--- config.mk ---
export PLATFORM = sky130hd
export DESIGN_NAME = pacc_pwm
export DESIGN_NICKNAME = d
export VERILOG_FILES = /design/src/rtl/pacc_pwm_pkg.sv /design/src/rtl/pacc_tune_rom.sv /design/src/rtl/pacc_phase_step.sv /design/src/rtl/pacc_duty_cmp.sv /design/src/rtl/pacc_pwm.sv
export SDC_FILE = /design/constraint.sdc
export NUM_CORES = 1
export LEC_CHECK = 0
export ABC_AREA = 1
export BUFFER_PORTS_ARGS = -buffer_cell sky130_fd_sc_hd__buf_2
export CORE_ASPECT_RATIO = 0.8
export CORE_MARGIN = 2
export CORE_UTILIZATION = 62
export CTS_BUF_LIST = sky130_fd_sc_hd__clkbuf_8
export DETAILED_ROUTE_END_ITERATION = 7
export PLACE_DENSITY = 0.83
export RECOVER_POWER = 25
export SKIP_CTS_REPAIR_TIMING = 1
export SKIP_LAST_GASP = 1
export SLEW_MARGIN = 20
export SYNTH_ARGS = -nofsm -noshare
export SYNTH_HDL_FRONTEND = slang
export SYNTH_HIERARCHICAL = 1
export SYNTH_SLANG_ARGS = --single-unit
--- constraint.sdc ---
create_clock -name clk -period 3.6 [get_ports clk]
set_clock_uncertainty 0.1 [all_clocks]
set_input_delay 0.36 -clock clk [delete_from_list [all_inputs] [get_ports clk]]
set_output_delay 0.36 -clock clk [all_outputs]
set_load 0.01 [all_outputs]
--- src/rtl/pacc_pwm_pkg.sv ---
package pacc_pwm_pkg;

    localparam int unsigned          DEF_PHASE_W = 10;
    localparam int unsigned          DEF_DUTY_W  = 8;
    localparam int unsigned          DEF_IDX_W   = 3;
    localparam int unsigned          DEF_N_FREQ  = 6;
    localparam longint unsigned      DEF_CLK_HZ  = 64'd50_000_000;
    localparam longint unsigned      DEF_STEP_HZ = 64'd5_000_000;

    // floor(2^phase_w * f / clk) with f = step * (idx + 1), elaboration only
    function automatic longint unsigned tune_word(
        input longint unsigned clk_hz,
        input longint unsigned step_hz,
        input int unsigned     idx,
        input int unsigned     phase_w
    );
        longint unsigned f_hz;
        longint unsigned span;
        f_hz = step_hz * longint'(idx + 1);
        span = longint'(1) << phase_w;
        return (span * f_hz) / clk_hz;
    endfunction

endpackage

--- src/rtl/pacc_tune_rom.sv ---
module pacc_tune_rom
    import pacc_pwm_pkg::*;
#(
    parameter int unsigned     PHASE_W = DEF_PHASE_W,
    parameter int unsigned     IDX_W   = DEF_IDX_W,
    parameter int unsigned     N_FREQ  = DEF_N_FREQ,
    parameter longint unsigned CLK_HZ  = DEF_CLK_HZ,
    parameter longint unsigned STEP_HZ = DEF_STEP_HZ
) (
    input  logic [IDX_W-1:0]   sel,
    output logic [PHASE_W-1:0] word
);

    logic [PHASE_W-1:0] tbl [N_FREQ];

    for (genvar gi = 0; gi < N_FREQ; gi++) begin : g_entry
        assign tbl[gi] = PHASE_W'(tune_word(CLK_HZ, STEP_HZ, gi, PHASE_W));
    end

    always_comb begin
        word = '0;
        for (int i = 0; i < N_FREQ; i++) begin
            if (sel == IDX_W'(i)) word = tbl[i];
        end
    end

endmodule

--- src/rtl/pacc_phase_step.sv ---
module pacc_phase_step #(
    parameter int unsigned PHASE_W = 10
) (
    input  logic [PHASE_W-1:0] phase,
    input  logic [PHASE_W-1:0] word,
    output logic [PHASE_W-1:0] phase_nx,
    output logic               carry
);

    logic [PHASE_W:0] sum;

    always_comb begin
        sum      = {1'b0, phase} + {1'b0, word};
        phase_nx = sum[PHASE_W-1:0];
        carry    = sum[PHASE_W];
    end

endmodule

--- src/rtl/pacc_duty_cmp.sv ---
module pacc_duty_cmp #(
    parameter int unsigned PHASE_W = 10,
    parameter int unsigned DUTY_W  = 8
) (
    input  logic [PHASE_W-1:0] phase,
    input  logic [DUTY_W-1:0]  level,
    output logic               high
);

    // duty full scale is 2^(DUTY_W-1); scale up to the phase range by a shift
    localparam int unsigned SHIFT = PHASE_W - (DUTY_W - 1);

    logic [PHASE_W:0] thr;

    always_comb begin
        thr  = (PHASE_W + 1)'(level) << SHIFT;
        high = ({1'b0, phase} < thr);
    end

endmodule

--- src/rtl/pacc_pwm.sv ---
module pacc_pwm
    import pacc_pwm_pkg::*;
#(
    parameter int unsigned     PHASE_W = DEF_PHASE_W,
    parameter int unsigned     DUTY_W  = DEF_DUTY_W,
    parameter int unsigned     IDX_W   = DEF_IDX_W,
    parameter int unsigned     N_FREQ  = DEF_N_FREQ,
    parameter longint unsigned CLK_HZ  = DEF_CLK_HZ,
    parameter longint unsigned STEP_HZ = DEF_STEP_HZ
) (
    input  logic              clk,
    input  logic              rst,
    input  logic              load,
    input  logic [IDX_W-1:0]  freq_sel,
    input  logic [DUTY_W-1:0] duty,
    output logic              pwm_out,
    output logic              wrap_out
);

    localparam logic [DUTY_W-1:0] DUTY_FULL = DUTY_W'(1) << (DUTY_W - 1);
    localparam logic [DUTY_W-1:0] DUTY_RST  = DUTY_FULL >> 1;
    localparam logic [IDX_W-1:0]  IDX_MAX   = IDX_W'(N_FREQ - 1);

    typedef struct packed {
        logic [PHASE_W-1:0] acc;
        logic [IDX_W-1:0]   act_idx;
        logic [DUTY_W-1:0]  act_duty;
        logic [IDX_W-1:0]   pend_idx;
        logic [DUTY_W-1:0]  pend_duty;
        logic               pend_vld;
        logic               pwm;
        logic               wrap;
    } state_t;

    localparam state_t ST_RST = '{
        acc:       '0,
        act_idx:   '0,
        act_duty:  DUTY_RST,
        pend_idx:  '0,
        pend_duty: DUTY_RST,
        pend_vld:  1'b0,
        pwm:       1'b0,
        wrap:      1'b0
    };

    state_t st_d, st_q;

    logic [PHASE_W-1:0] word;
    logic [PHASE_W-1:0] phase_nx;
    logic               carry;
    logic               swap;
    logic [DUTY_W-1:0]  duty_nx;
    logic               level_nx;
    logic [IDX_W-1:0]   sel_clamped;
    logic [DUTY_W-1:0]  duty_clamped;

    pacc_tune_rom #(
        .PHASE_W (PHASE_W),
        .IDX_W   (IDX_W),
        .N_FREQ  (N_FREQ),
        .CLK_HZ  (CLK_HZ),
        .STEP_HZ (STEP_HZ)
    ) u_rom (
        .sel  (st_q.act_idx),
        .word (word)
    );

    pacc_phase_step #(
        .PHASE_W (PHASE_W)
    ) u_step (
        .phase    (st_q.acc),
        .word     (word),
        .phase_nx (phase_nx),
        .carry    (carry)
    );

    // next active duty: a pending setting switches in on the wrap
    assign swap    = carry && st_q.pend_vld;
    assign duty_nx = swap ? st_q.pend_duty : st_q.act_duty;

    pacc_duty_cmp #(
        .PHASE_W (PHASE_W),
        .DUTY_W  (DUTY_W)
    ) u_cmp (
        .phase (phase_nx),
        .level (duty_nx),
        .high  (level_nx)
    );

    assign sel_clamped  = (freq_sel > IDX_MAX)  ? IDX_MAX   : freq_sel;
    assign duty_clamped = (duty > DUTY_FULL)    ? DUTY_FULL : duty;

    always_comb begin
        st_d      = st_q;
        st_d.acc  = phase_nx;
        st_d.wrap = carry;
        if (swap) begin
            st_d.act_idx  = st_q.pend_idx;
            st_d.act_duty = st_q.pend_duty;
            st_d.pend_vld = 1'b0;
        end
        if (load) begin
            st_d.pend_idx  = sel_clamped;
            st_d.pend_duty = duty_clamped;
            st_d.pend_vld  = 1'b1;
        end
        st_d.pwm = level_nx;
    end

    always_ff @(posedge clk) begin
        if (rst) st_q <= ST_RST;
        else     st_q <= st_d;
    end

    assign pwm_out  = st_q.pwm;
    assign wrap_out = st_q.wrap;

endmodule

==> results.json <==
{
  "yosysMostFrequentCell": "nand2_1",
  "ioPinCount": 16,
  "port_buffers": 15,
  "syn-instance-count": 289,
  "worstSetupPathType": "register to register",
  "ir_worst_vdd_mv": 0.286,
  "die_h_um": 55,
  "synth_top_area_share_pct": 34.8,
  "synth_edf_count": 0,
  "muxShareOfSynthArea_pct": 0,
  "hold_start": "freq_sel[2]",
  "cp_max_fo": 11,
  "drtIter0Drc": 109,
  "cp.arrival_ps": 3420,
  "crit_start": "st_q[23]$_SDFFE_PP0P_",
  "min_period_over_period_pct": 91.7,
  "path_delay_family": "simple AND/OR/NAND/NOR gates",
  "vias_per_cell": 5.09,
  "die_area_mm2": 0.00373,
  "comb_power_share_pct": 19.8,
  "synth_compound_gate_area_share_pct": 13.8,
  "total_power_mw": 0.905,
  "ant_nets": 0,
  "maxSlewViolCount": 0,
  "post-route-min-period_ps": 3300,
  "synth_flop_cell": "dfxtp_1",
  "diodes": 0,
  "yosysSeqAreaShare_pct": 34.8,
  "leakagePower_nw": 1.18,
  "drive_gt1_share_pct": 10.6,
  "place.gp.congestion": 0.925,
  "hold_viol": 0,
  "cp-end-kind": "register",
  "wirelength_um": 4090,
  "pwr-share-clk_pct": 33.6,
  "synth_cell_types": 30,
  "outcome": "finished clean",
  "top_layer_used": "met4",
  "internal_power_mw": 0.649,
  "grt_pass1_wl_um": 6580,
  "max_freq_ghz": 0.303,
  "worst_pin_slew_ps": 1120,
  "route.met3.wl_um": 251,
  "setup_viol": 0,
  "synthTopCellsByArea": "dfxtp_1 (35%), nand2_1 (11%), ha_1 (9.9%)",
  "synth_top_family_by_area": "simple AND/OR/NAND/NOR gates",
  "crit_chain": "inv_1 > nor2_2 > ha_1 > inv_1 > fa_1 > o21ai_2 > nand2_1 > nand2_1 > nand2_1 > nand2_1 > nand2_2 > inv_2 > or2_1 > o21ai_2 > inv_1 > inv_1 > ha_1 > nand2_1 > inv_1 > nand2_1 > nand2_1 > a21oi_1 > inv_1 > nor2_1",
  "seqPwrFrac_pct": 46.6,
  "synthSimpleGateAreaFrac_pct": 25.2,
  "cap_violations": 0,
  "overflow": 0,
  "grt_max_degree": 26,
  "cts.sinks": 35,
  "met1_length_um": 2020,
  "first_pass_iters": 4,
  "cp.required_ps": 3720,
  "antenna_found_initial": 0,
  "p_sw_mw": 0.256,
  "cts_tree": "yes",
  "yosys_warnings": 6,
  "synth_xor_area_share_pct": 1.74,
  "synthArstFlopShare_pct": 0,
  "syn_area_per_cell_um2": 6.97,
  "grt_pass1_vias": 1490,
  "vias": 1736,
  "clk_pin_slew_ps": 70,
  "wl_per_cell_um": 12.0,
  "rsz0062_at_grt": "no",
  "cts_buffer_depth": 2,
  "drc": 0,
  "fin_setup_tns_ps": 0,
  "num_rows": 18,
  "cts_buffers": 5,
  "r2r_start": "st_q[23]$_SDFFE_PP0P_",
  "nNetsFinal": 331,
  "cp-start-kind": "register",
  "syn_nets": 320,
  "holdCritPathClass": "input pin to register",
  "root_buffer": "clkbuf_8",
  "grt_usage_pct": 24.5,
  "switching_share_pct": 28.3,
  "yosys.area.top_type": "dfxtp_1",
  "h-tree-depth": 2,
  "ys_seq_elements": 35,
  "die_w_um": 67.8,
  "synth_fa_ha_area_share_pct": 10.9,
  "max_slew_margin_pct": 25.6,
  "fillerInstances": 252,
  "dr_wl_met2_um": 1770,
  "core_region_area_mm2": 0.00309,
  "initial_core_util_pct": 65.3,
  "synth_commonest_cells": "nand2_1 (61), inv_1 (51), nor2_1 (42), dfxtp_1 (35), a21oi_1 (19)",
  "cpPeakStageDelay_ps": 420,
  "synthesis.area_mm2": 0.00202,
  "place_hpwl_um": 3180,
  "path_buf_inv": 7,
  "insertion_delay_ps": 290,
  "crit_slowest_cell": "fa_1",
  "crit_top_cell": "nand2_1",
  "syn_to_final_growth_pct": 7.51,
  "powerDensity_mw_per_mm2": 418
}
-- cells in the final DEF, fill, tap and decap left out, types with 2 or more instances in the layout --
cell type | netlist | final
a21oi_1 | 19 | 19
ha_1 | 16 | 16
o21ai_2 | 7 | 7
o21ai_0 | 12 | 11
or2_1 | 7 | 7
nand2_1 | 61 | 61
inv_1 | 51 | 52
clkbuf_1 | 0 | 4
dfxtp_1 | 35 | 35
o21bai_1 | 2 | 2
nor2_1 | 42 | 41
clkbuf_8 | 0 | 7
xor2_1 | 3 | 3
nand3_1 | 8 | 8
buf_2 | 5 | 11
-- power by group through the flow --
stage / registers (mW) / clock network (mW) / logic [mW]
floorplan: 0.427 / 0 / 0.135
CTS: 0.422 / 0.310 / 0.180
global placement: 0.429 / 0 / 0.169
detailed placement: 0.430 / 0 / 0.176
finish: 0.422 / 0.304 / 0.179
global route: 0.423 / 0.323 / 0.211
-- tightest hold or removal path, cell delays in order --
cell,delay [ps]
buf_2,90
nor2_1,40
nor2_1,80
-- path summary, 6_finish.rpt --
path | to | slack, ps | cells after the start
worst max-delay path | pwm_out$_SDFF_PP0_ | 300 | 24
worst min-delay path | st_q[13]$_SDFFE_PP0P_ | 220 | 3
worst max register to register | pwm_out$_SDFF_PP0_ | 300 | 24
worst min register to register | st_q[2]$_SDFFE_PP0P_ | 380 | 2
-- sequential cells by signal (all words and copies together) (netlist names) --
signal	flops
st_q	33
pwm_out	1
wrap_out	1
-- cells by family (layout without fill, tap and decap cells) --
| family | Yosys count | count (layout) |
|---|---|---|
| compound gates | 45 | 45 |
| xor+xnor | 4 | 4 |
| simple gates | 124 | 124 |
| flops | 35 | 35 |
| fa+ha+maj | 17 | 17 |
| buf+inv | 64 | 76 |
-- area by class of cell --
| cell class | count | area, um^2 | share of cell area, % |
|---|---|---|---|
| sequential | 35 | 701 | 32.3 |
| inverter | 52 | 195 | 9.01 |
| tap | 40 | 50.0 | 2.31 |
| timing repair buffer | 16 | 77.6 | 3.58 |
| multi-input combinational | 190 | 1040 | 48.2 |
| clock inverter | 1 | 3.75 | 0.173 |
| clock buffer | 7 | 96.3 | 4.45 |
-- per-stage QoR --
step                area, um^2  setup WS, ps  hold WS, ps  cells  utilization (%)
finish                    2170           299          219    341             70.2
global route              2170          44.1          237    341             70.2
detailed placement        2070           307          363    333             67.1
global placement          2070           459          349    333             67.1
CTS                       2170           265          211    341             70.3
floorplan                 2020           617          342    289                -
-- routing by layer --
metal,vias to the layer above,track usage (%)
li1,907,-
met1,782,32.8
met2,40,38.9
met3,7,5.47
met4,0,9.18
met5,-,0
Power figures use the tool's default switching activity.
